File: src/rtl/tstamp_pkg.sv
package tstamp_pkg;
    localparam int REG_W    = 8;
    localparam int ADDR_W   = 4;
    localparam int N_FIELDS = 6;

    localparam logic [ADDR_W-1:0] A_FLAG1 = 4'd0;
    localparam logic [ADDR_W-1:0] A_FLAG2 = 4'd1;
    localparam logic [ADDR_W-1:0] A_CFG   = 4'd2;
    localparam int                A_SNAP0 = 3;

    localparam int B_FLAG1 = 4;
    localparam int B_FLAG2 = 5;
    localparam int B_IEN   = 2;
    localparam int B_DIS   = 6;
    localparam int B_MODE  = 7;

    typedef enum logic [1:0] {
        S_ARMED  = 2'd0,
        S_LOCKED = 2'd1,
        S_OFF    = 2'd2
    } cap_state_t;

    typedef logic [N_FIELDS-1:0][REG_W-1:0] field_vec_t;

    // Significant bits of each snapshot field, in address order.
    function automatic logic [REG_W-1:0] field_mask(input int idx);
        case (idx)
            0, 1:    return 8'h7F;
            2, 3:    return 8'h3F;
            4:       return 8'h1F;
            default: return 8'hFF;
        endcase
    endfunction
endpackage

File: src/rtl/tstamp_sync.sv
module tstamp_sync #(
    parameter int STAGES = 2
) (
    input  logic clk,
    input  logic rst_n,
    input  logic pin_n,
    output logic fall
);
    logic [STAGES-1:0] chain_q;
    logic              last_q;

    always_ff @(posedge clk or negedge rst_n) begin
        if (!rst_n) begin
            chain_q <= '1;
            last_q  <= 1'b1;
        end else begin
            chain_q <= {chain_q[STAGES-2:0], pin_n};
            last_q  <= chain_q[STAGES-1];
        end
    end

    assign fall = last_q & ~chain_q[STAGES-1];


    no_rise_edge_chk: assert property (@(posedge clk) disable iff (!rst_n)
        fall |-> $past(chain_q[STAGES-1]));
endmodule

File: src/rtl/tstamp_ctrl.sv
module tstamp_ctrl
    import tstamp_pkg::*;
(
    input  logic              clk,
    input  logic              rst_n,
    input  logic              fall,
    input  logic              we,
    input  logic [ADDR_W-1:0] addr,
    input  logic [REG_W-1:0]  wdata,
    output logic              cap_go,
    output logic              flag1_q,
    output logic              flag2_q,
    output logic              ien_q,
    output logic              mode_q,
    output logic              dis_q,
    output logic              irq_n
);
    cap_state_t cur_q, nxt;
    logic       any_flag, wr_f1, wr_f2, wr_cfg;

    assign any_flag = flag1_q | flag2_q;
    assign wr_f1    = we && (addr == A_FLAG1);
    assign wr_f2    = we && (addr == A_FLAG2);
    assign wr_cfg   = we && (addr == A_CFG);

    // State register
    always_ff @(posedge clk or negedge rst_n) begin
        if (!rst_n) cur_q <= S_ARMED;
        else        cur_q <= nxt;
    end

    // Transitions
    always_comb begin
        nxt = cur_q;
        unique case (cur_q)
            S_ARMED: begin
                if (dis_q)                             nxt = S_OFF;
                else if (mode_q && (any_flag || cap_go)) nxt = S_LOCKED;
            end
            S_LOCKED: begin
                if (dis_q)                      nxt = S_OFF;
                else if (!mode_q || !any_flag)  nxt = S_ARMED;
            end
            S_OFF: begin
                if (!dis_q) nxt = (mode_q && any_flag) ? S_LOCKED : S_ARMED;
            end
            default: nxt = S_ARMED;
        endcase
    end

    // Outputs
    always_comb begin
        cap_go = fall && (cur_q == S_ARMED);
        irq_n  = !(ien_q && any_flag);
    end

    // Flags and configuration; a capture wins over a clearing write.
    always_ff @(posedge clk or negedge rst_n) begin
        if (!rst_n) begin
            flag1_q <= 1'b0;
            flag2_q <= 1'b0;
            ien_q   <= 1'b0;
            mode_q  <= 1'b0;
            dis_q   <= 1'b0;
        end else begin
            if (cap_go)                         flag1_q <= 1'b1;
            else if (wr_f1 && !wdata[B_FLAG1])  flag1_q <= 1'b0;
            if (cap_go)                         flag2_q <= 1'b1;
            else if (wr_f2 && !wdata[B_FLAG2])  flag2_q <= 1'b0;
            if (wr_f2)  ien_q <= wdata[B_IEN];
            if (wr_cfg) begin
                mode_q <= wdata[B_MODE];
                dis_q  <= wdata[B_DIS];
            end
        end
    end


    flags_set_chk: assert property (@(posedge clk) disable iff (!rst_n)
        cap_go |=> (flag1_q && flag2_q));

    flag1_clear_chk: assert property (@(posedge clk) disable iff (!rst_n)
        (wr_f1 && !wdata[B_FLAG1] && !cap_go) |=> !flag1_q);

    off_no_cap_chk: assert property (@(posedge clk) disable iff (!rst_n)
        $past(dis_q) |-> !cap_go);

    locked_no_cap_chk: assert property (@(posedge clk) disable iff (!rst_n)
        ($past(mode_q && any_flag && !dis_q) && mode_q && any_flag) |-> !cap_go);

    irq_quiet_chk: assert property (@(posedge clk) disable iff (!rst_n)
        !any_flag |-> irq_n);
endmodule

File: src/rtl/tstamp_snap.sv
module tstamp_snap
    import tstamp_pkg::*;
(
    input  logic       clk,
    input  logic       rst_n,
    input  logic       cap_go,
    input  field_vec_t live,
    output field_vec_t snap_q
);
    for (genvar i = 0; i < N_FIELDS; i++) begin : g_field
        always_ff @(posedge clk or negedge rst_n) begin
            if (!rst_n)      snap_q[i] <= '0;
            else if (cap_go) snap_q[i] <= live[i] & field_mask(i);
        end


        field_load_chk: assert property (@(posedge clk) disable iff (!rst_n)
            cap_go |=> (snap_q[i] == ($past(live[i]) & field_mask(i))));

        field_hold_chk: assert property (@(posedge clk) disable iff (!rst_n)
            !cap_go |=> $stable(snap_q[i]));
    end
endmodule

File: src/rtl/tamper_stamp.sv
module tamper_stamp
    import tstamp_pkg::*;
(
    input  logic              clk,
    input  logic              rst_n,
    input  logic              tamper_n,
    input  logic [6:0]        live_sec,
    input  logic [6:0]        live_min,
    input  logic [5:0]        live_hour,
    input  logic [5:0]        live_day,
    input  logic [4:0]        live_mon,
    input  logic [7:0]        live_year,
    input  logic              reg_we,
    input  logic [ADDR_W-1:0] reg_addr,
    input  logic [REG_W-1:0]  reg_wdata,
    output logic [REG_W-1:0]  reg_rdata,
    output logic              irq_n
);
    localparam int SYNC_STAGES = 2;

    logic       fall, cap_go, flag1, flag2, ien, mode, dis;
    field_vec_t live_v, snap;

    assign live_v[0] = {1'b0, live_sec};
    assign live_v[1] = {1'b0, live_min};
    assign live_v[2] = {2'b0, live_hour};
    assign live_v[3] = {2'b0, live_day};
    assign live_v[4] = {3'b0, live_mon};
    assign live_v[5] = live_year;

    tstamp_sync #(.STAGES(SYNC_STAGES)) u_sync (
        .clk   (clk),
        .rst_n (rst_n),
        .pin_n (tamper_n),
        .fall  (fall)
    );

    tstamp_ctrl u_ctrl (
        .clk     (clk),
        .rst_n   (rst_n),
        .fall    (fall),
        .we      (reg_we),
        .addr    (reg_addr),
        .wdata   (reg_wdata),
        .cap_go  (cap_go),
        .flag1_q (flag1),
        .flag2_q (flag2),
        .ien_q   (ien),
        .mode_q  (mode),
        .dis_q   (dis),
        .irq_n   (irq_n)
    );

    tstamp_snap u_snap (
        .clk    (clk),
        .rst_n  (rst_n),
        .cap_go (cap_go),
        .live   (live_v),
        .snap_q (snap)
    );

    always_comb begin
        reg_rdata = '0;
        if (reg_addr == A_FLAG1) reg_rdata[B_FLAG1] = flag1;
        if (reg_addr == A_FLAG2) begin
            reg_rdata[B_FLAG2] = flag2;
            reg_rdata[B_IEN]   = ien;
        end
        if (reg_addr == A_CFG) begin
            reg_rdata[B_MODE] = mode;
            reg_rdata[B_DIS]  = dis;
        end
        for (int i = 0; i < N_FIELDS; i++) begin
            if (reg_addr == ADDR_W'(A_SNAP0 + i)) reg_rdata = snap[i];
        end
    end


    high_addr_zero_chk: assert property (@(posedge clk) disable iff (!rst_n)
        (reg_addr >= ADDR_W'(A_SNAP0 + N_FIELDS)) |-> (reg_rdata == '0));
endmodule

File: config.mk
export PLATFORM = sky130hd
export DESIGN_NAME = tamper_stamp
export DESIGN_NICKNAME = d
export VERILOG_FILES = /design/src/rtl/tstamp_pkg.sv /design/src/rtl/tstamp_sync.sv /design/src/rtl/tstamp_ctrl.sv /design/src/rtl/tstamp_snap.sv /design/src/rtl/tamper_stamp.sv
export SDC_FILE = /design/constraint.sdc
export NUM_CORES = 1
export LEC_CHECK = 0
export CAP_MARGIN = 20
export CELL_PAD_IN_SITES_DETAIL_PLACEMENT = 0
export CELL_PAD_IN_SITES_GLOBAL_PLACEMENT = 1
export CORE_ASPECT_RATIO = 1.75
export CORE_MARGIN = 4
export CORE_UTILIZATION = 37
export DETAILED_ROUTE_END_ITERATION = 7
export PLACE_DENSITY = 0.8
export SLEW_MARGIN = 10
export SYNTH_ARGS = -nofsm -noshare
export SYNTH_HDL_FRONTEND = slang
export SYNTH_SLANG_ARGS = --single-unit
export TNS_END_PERCENT = 5
File: constraint.sdc
create_clock -name clk -period 2.17 [get_ports clk]
set_input_delay 0.434 -clock clk [delete_from_list [all_inputs] [get_ports clk]]
set_output_delay 0.434 -clock clk [all_outputs]
set_load 0.1 [all_outputs]
; After elaboration in Yosys (flattened, before gate mapping)
; Index checks and enable logic that the tools add are counted.
[op_classes]
eq_ne = 13
muxes = 21
bitwise_logic = 3
n_reduce_logical = 21
[ops]
columns = op, n
row1 = 8-bit 2-to-1 mux, 6
row2 = 4-bit by 3-bit == test with 1-bit output (second input constant), 4
row3 = 2-bit 2-to-1 mux, 6
row4 = 1-bit logical AND, 9
row5 = 4-bit by 2-bit == test with 1-bit output (second input constant), 2
row6 = 1-bit 2-to-1 mux, 8
row7 = 3-bit by 1-bit != test with 1-bit output (second input constant), 2
row8 = 2-bit one-hot mux with 3 select lines, 1
row9 = 1-bit logical NOT, 5
row10 = 4-bit by 1-bit == test with 1-bit output (second input constant), 1
row11 = 4-bit == test (second input constant), 1
row12 = 4-bit logical NOT, 1
row13 = 2-bit nonzero test, 2
row14 = 3-bit AND reduction, 1
row15 = 2-bit by 1-bit == test with 1-bit output (second input constant), 1
row16 = 2-bit == test (second input constant), 1
row17 = 2-bit logical NOT, 1
row18 = 1-bit logical OR, 2
row19 = 2-bit != test (second input constant), 1
row20 = 1-bit AND, 1
row21 = 1-bit NOT, 1
row22 = 1-bit bitwise OR, 1
[word_totals]
regBits = 49
in_bits = 55
out_inout_bits = 9
word_cells = 72

; Logic depth before layout (Yosys ltp)
; Gate-level depths: netlist of the first run.
[logic_depth]
depth_word = 8
ltp_mapped = 6
ltp_nobuf = 4

; Cells and area by module
; A second synthesis of the first run with hierarchy kept.
[unflattened]
hier_cells = 209
area_unflattened_um2 = 2539.9
[by_module_without_submodules]
columns = mod, instances, cells_per_inst, area_each_um2, seq_area_each_um2
row1 = tstamp_snap, 1, 92, 1565.3, 975.9
row2 = tamper_stamp, 1, 86, 556.8, 0.0
row3 = tstamp_ctrl, 1, 27, 325.3, 175.2
row4 = tstamp_sync, 1, 4, 92.6, 78.8

; Worst setup path after synthesis of the first run
; OpenSTA, ideal clock, no wires.
[synth_path]
path_kind = input port to output port
startpoint = input reg_addr[3]
endpoint = output reg_rdata[5]
t_arrival_ns = 3.386
required_ns = 1.736
path_slack_ns = -1.650
path_stages = 6
n_path_buf = 2
cell_sequence = buf_2 > nor2b_1 > clkbuf_1 > a21o_1 > nand2_1 > a221oi_1
[synth_between]
elab_chain_len = 8
word_cells_on_any_way = 14
cone_classes = 7 x eq/ne / 7 x mux
[synth_rtl]
columns = item, line_no
row1 = "start, declared", tamper_stamp.sv:14  ; input logic [ADDR_W-1:0] reg_addr,
row2 = 4-bit by 1-bit == test with 1-bit output, tamper_stamp.sv:65  ; if (reg_addr == A_FLAG2) begin
row3 = 1-bit 2-to-1 mux, tamper_stamp.sv:65
row4 = 8-bit 2-to-1 mux (5 in a row), tamper_stamp.sv:74  ; if (reg_addr == ADDR_W'(A_SNAP0 + i)) reg_rdata = snap[i];
row5 = 8-bit 2-to-1 mux (*), tamper_stamp.sv:74
row6 = "end, declared", tamper_stamp.sv:16  ; output logic [REG_W-1:0] reg_rdata,
; Every way passes the cells marked *; elsewhere a longest branch is shown, timed or not.

; Worst setup path in the final report of the first run
[layout_path]
startpoint = register u_snap.snap_q[20] in the netlist's numbering
endpoint = output reg_rdata[4]
[layout_between]
elab_chain_len = 4
[layout_rtl]
columns = item, line_no
row1 = "start, declared", tstamp_snap.sv:8  ; output field_vec_t snap_q
row2 = "start signal, assigned by index", tstamp_snap.sv:13  ; else if (cap_go) snap_q[i] <= live[i] & field_mask(i);
row3 = 8-bit 2-to-1 mux (4 in a row), tamper_stamp.sv:74
; Every way passes these cells.

==> impl_metrics.py, run 1 <==
metrics = {
    "route": {
        "antenna_left": 0,
        "wl_per_cell_um": 16.0,
        "routed_wl_mm": 5.49,
        "drtIter0Drc": 78,
        "first_pass_iters": 4,
        "routed_via_density": 5.05,
        "vias": 1727,
        "drc": 0,
    },
    "outcome": {
        "outcome": "finished, violations left",
        "failed_checks": "negative setup slack",
    },
    "power": {
        "clock_power_share_pct": 17.0,
        "p_sw_share_pct": 31.9,
        "leakagePower_nw": 1.43,
        "ir_drop_mv": 0.538,
        "cell_internal_pwr_w": 0.00202,
        "finalPower_w": 0.00297,
        "powerDensity_mw_per_mm2": 852,
        "switchingPower_w": 0.000947,
        "p_seq_share_pct": 48.4,
        "combPwrFrac_pct": 34.5,
    },
    "clock_network": {
        "cts_buffers": 5,
        "clkSlewWorstSetupHoldPaths_ps": 80,
        "cts_max_level": 2,
        "cts_tree": "done",
        "cts_buffer_depth": 2,
        "insertion_delay_ps": 290,
        "cts.sinks": 49,
        "root_buffer": "clkbuf_8",
    },
    "yosys": {
        "synth_area_mm2": 0.00227,
        "synthTopCellsByArea": "dfrtp_1 51%, mux2_2 21%, dfstp_2 3.5%",
        "synth_cells": 179,
        "synth_seq_area_share_pct": 54.1,
        "postSynthAreaPerCell_um2": 12.7,
        "synth-edff-count": 0,
        "synth_top_area_share_pct": 50.6,
        "synth_most_common_cell": "dfrtp_1",
        "synth_seq_cells": 49,
        "synthArstFlopShare_pct": 100,
        "yosys_warnings": 0,
        "synth_flop_cell": "dfrtp_1",
        "post-synth-top-area-cell": "dfrtp_1",
        "synth_fp_nets": 234,
        "yosysUniqueCellTypes": 39,
        "yosys-top-cells-count": "46 x dfrtp_1, 42 x mux2_2, 7 x nand2_1, 7 x nor2_1",
    },
    "final_layout": {
        "area_growth_pct": 53.4,
        "nNetsFinal": 318,
        "diodes": 0,
        "drive_above_1_share_pct": 45.8,
        "stdcell_area_mm2": 0.00349,
    },
    "setup_path": {
        "worstPathArrival_ps": 1800,
        "critPathMaxFanout": 2,
        "crit_family": "compound AO/OA/AOI/OAI gates",
        "worstPathRequired_ps": 1740,
        "cpMaxStageDelayCell": "dfrtp_1",
        "crit_chain": "mux2_4, a221oi_4, nor3_2, a221o_2, buf_12",
        "path_buf_inv": 1,
        "critPathKind": "reg -> out",
        "slowest_delay_ps": 390,
        "critPathLaunchType": "flip-flop",
        "endpoint_kind": "primary output",
    },
    "placed_design": {
        "port_buffers": 60,
        "dp_hpwl_mm": 4.33,
        "place_area_mm2": 0.00333,
        "place_ws_ps": -567,
        "gp_congestion": 0.916,
    },
    "sta": {
        "setup_tns_ps": -77.3,
        "fin_skew_ps": 5.58,
        "worst_pin_slew_ps": 580,
        "whs_ps": 133,
        "period_share_pct": 103,
        "setup_ws_ps": -67.0,
        "slew_violations": 0,
        "period_minus_slack_ps": 2240,
        "rsz0062_at_grt": "yes",
        "slew-limit-headroom_pct": 61.3,
        "fmaxAchievable_ghz": 0.447,
        "setup_viol": 2,
        "timing_hold_violations_final": 0,
    },
    "die": {
        "die_h_um": 112,
        "rows": 37,
        "start_util_pct": 38.4,
        "core_mm2": 0.00593,
        "die_w_um": 67.3,
        "ios": 64,
        "die_area_mm2": 0.00752,
    },
    "global_route": {
        "grt_max_degree": 44,
        "grt_pass1_wl_mm": 8.88,
        "grt-ovfl-total": 0,
        "groute.usage.overall_pct": 15.6,
        "antenna_found_initial": 0,
        "first_global_vias": 1842,
    },
    "job": {
        "drv_cap": 0,
    },
    "worst_hold_path": {
        "hold_path_class": "in -> async",
    },
}
through the flow:
stage	util, %	cells
5_1_grt	58.9	342
6_report	58.9	342
3_3_place_gp	56.2	333
2_1_floorplan	-	179
3_5_place_dp	56.2	333
4_1_cts	58.5	342
power groups by stage:
stage          Clock, W  Sequential [W]  Combinational (W)
4_1_cts        0.000526         0.00144            0.00103
6_report       0.000506         0.00144            0.00103
3_3_place_gp          0         0.00145           0.000990
3_5_place_dp          0         0.00145            0.00101
5_1_grt        0.000553         0.00149            0.00110
2_1_floorplan         0         0.00138           0.000685
final timing paths:
check,startpoint,end,slack [ps],cells past startpoint
worst max-delay path,u_snap.snap_q[20],reg_rdata[4],-70,5
worst min-delay path,rst_n,u_snap.snap_q[46],130,1
worst max register to register,u_ctrl.cur_q[1],u_snap.snap_q[43],660,3
worst min register to register,u_sync.chain_q[0],u_sync.chain_q[1],360,0
max in group asynchronous,rst_n,u_snap.snap_q[19],1500,2
min in group clk,u_sync.chain_q[0],u_sync.chain_q[1],360,0
cell families (layout without fill, tap and decap cells):
group / count (synthesis) / in the layout / share of synthesized area [%]
compound gates: 37 / 37 / 12.0
flops: 49 / 49 / 54.1
mux: 45 / 45 / 22.3
simple gates: 33 / 33 / 8.20
buf+inv: 15 / 100 / 3.41
per-layer routing:
metal | global-route usage [%] | wire (um) | vias to the layer above
met4 | 4.88 | 98 | 0
met1 | 18.8 | 2240 | 849
met2 | 27.6 | 2960 | 39
met5 | 0 | 0 | -
li1 | - | - | 831
met3 | 2.22 | 189 | 8
final cells by class:
class | count | area [um^2]
Inverter | 5 | 18.8
Timing Repair Buffer | 87 | 937
Fill cell | 548 | 2440
Tap cell | 78 | 97.6
Multi-Input combinational cell | 115 | 1120
Sequential cell | 49 | 1230
Clock buffer | 7 | 76.3
Clock inverter | 1 | 5.00
cells in the final DEF, fill, tap and decap left out, types with 3 or more instances in the layout:
cell / Yosys / layout
mux2_2: 42 / 42
a21o_1: 4 / 4
dfrtp_1: 46 / 46
dfstp_2: 3 / 3
clkbuf_8: 0 / 5
clkdlybuf4s50_1: 0 / 46
inv_1: 5 / 3
buf_4: 5 / 23
nand2_1: 7 / 7
nor2_1: 7 / 5
buf_12: 0 / 13
a21oi_1: 4 / 4
a22oi_2: 0 / 3
nand3_1: 3 / 3
sequential cells by signal (all words and copies together) (netlist names):
| signal | flops |
|---|---|
| u_sync.chain_q | 2 |
| u_ctrl.mode_q | 1 |
| u_snap.snap_q | 39 |
| u_ctrl.cur_q | 2 |
| u_ctrl.dis_q | 1 |
| u_ctrl.flag2_q | 1 |
| u_ctrl.ien_q | 1 |
| u_ctrl.flag1_q | 1 |
| u_sync.last_q | 1 |
timing repair:
| item | in CTS | in global routing |
|---|---|---|
| gates resized for setup | 30 | 5 |
| gates cloned | 0 | 0 |
| endpoints found under the hold margin | 0 | 0 |
| setup buffers | 1 | 0 |
| hold buffers | 0 | 0 |
| pin swaps | 3 | 0 |
| endpoints found under the setup margin | 8 | 5 |
Note: power is estimated with default switching activity, not from simulation.
==> inputs of run 2 (changes only) <==
Settings changed: CTS_CLUSTER_DIAMETER set to 60.
==> results of run 2 <==
No change in the layout: final DEF, timing and power equal those of run 1.
==> inputs of run 3 (changes only) <==
Settings changed: CTS_CLUSTER_DIAMETER 60 to unset, HOLD_SLACK_MARGIN set to 0.08.
==> results of run 3 <==
No change in the layout: final DEF, timing and power equal those of run 1.
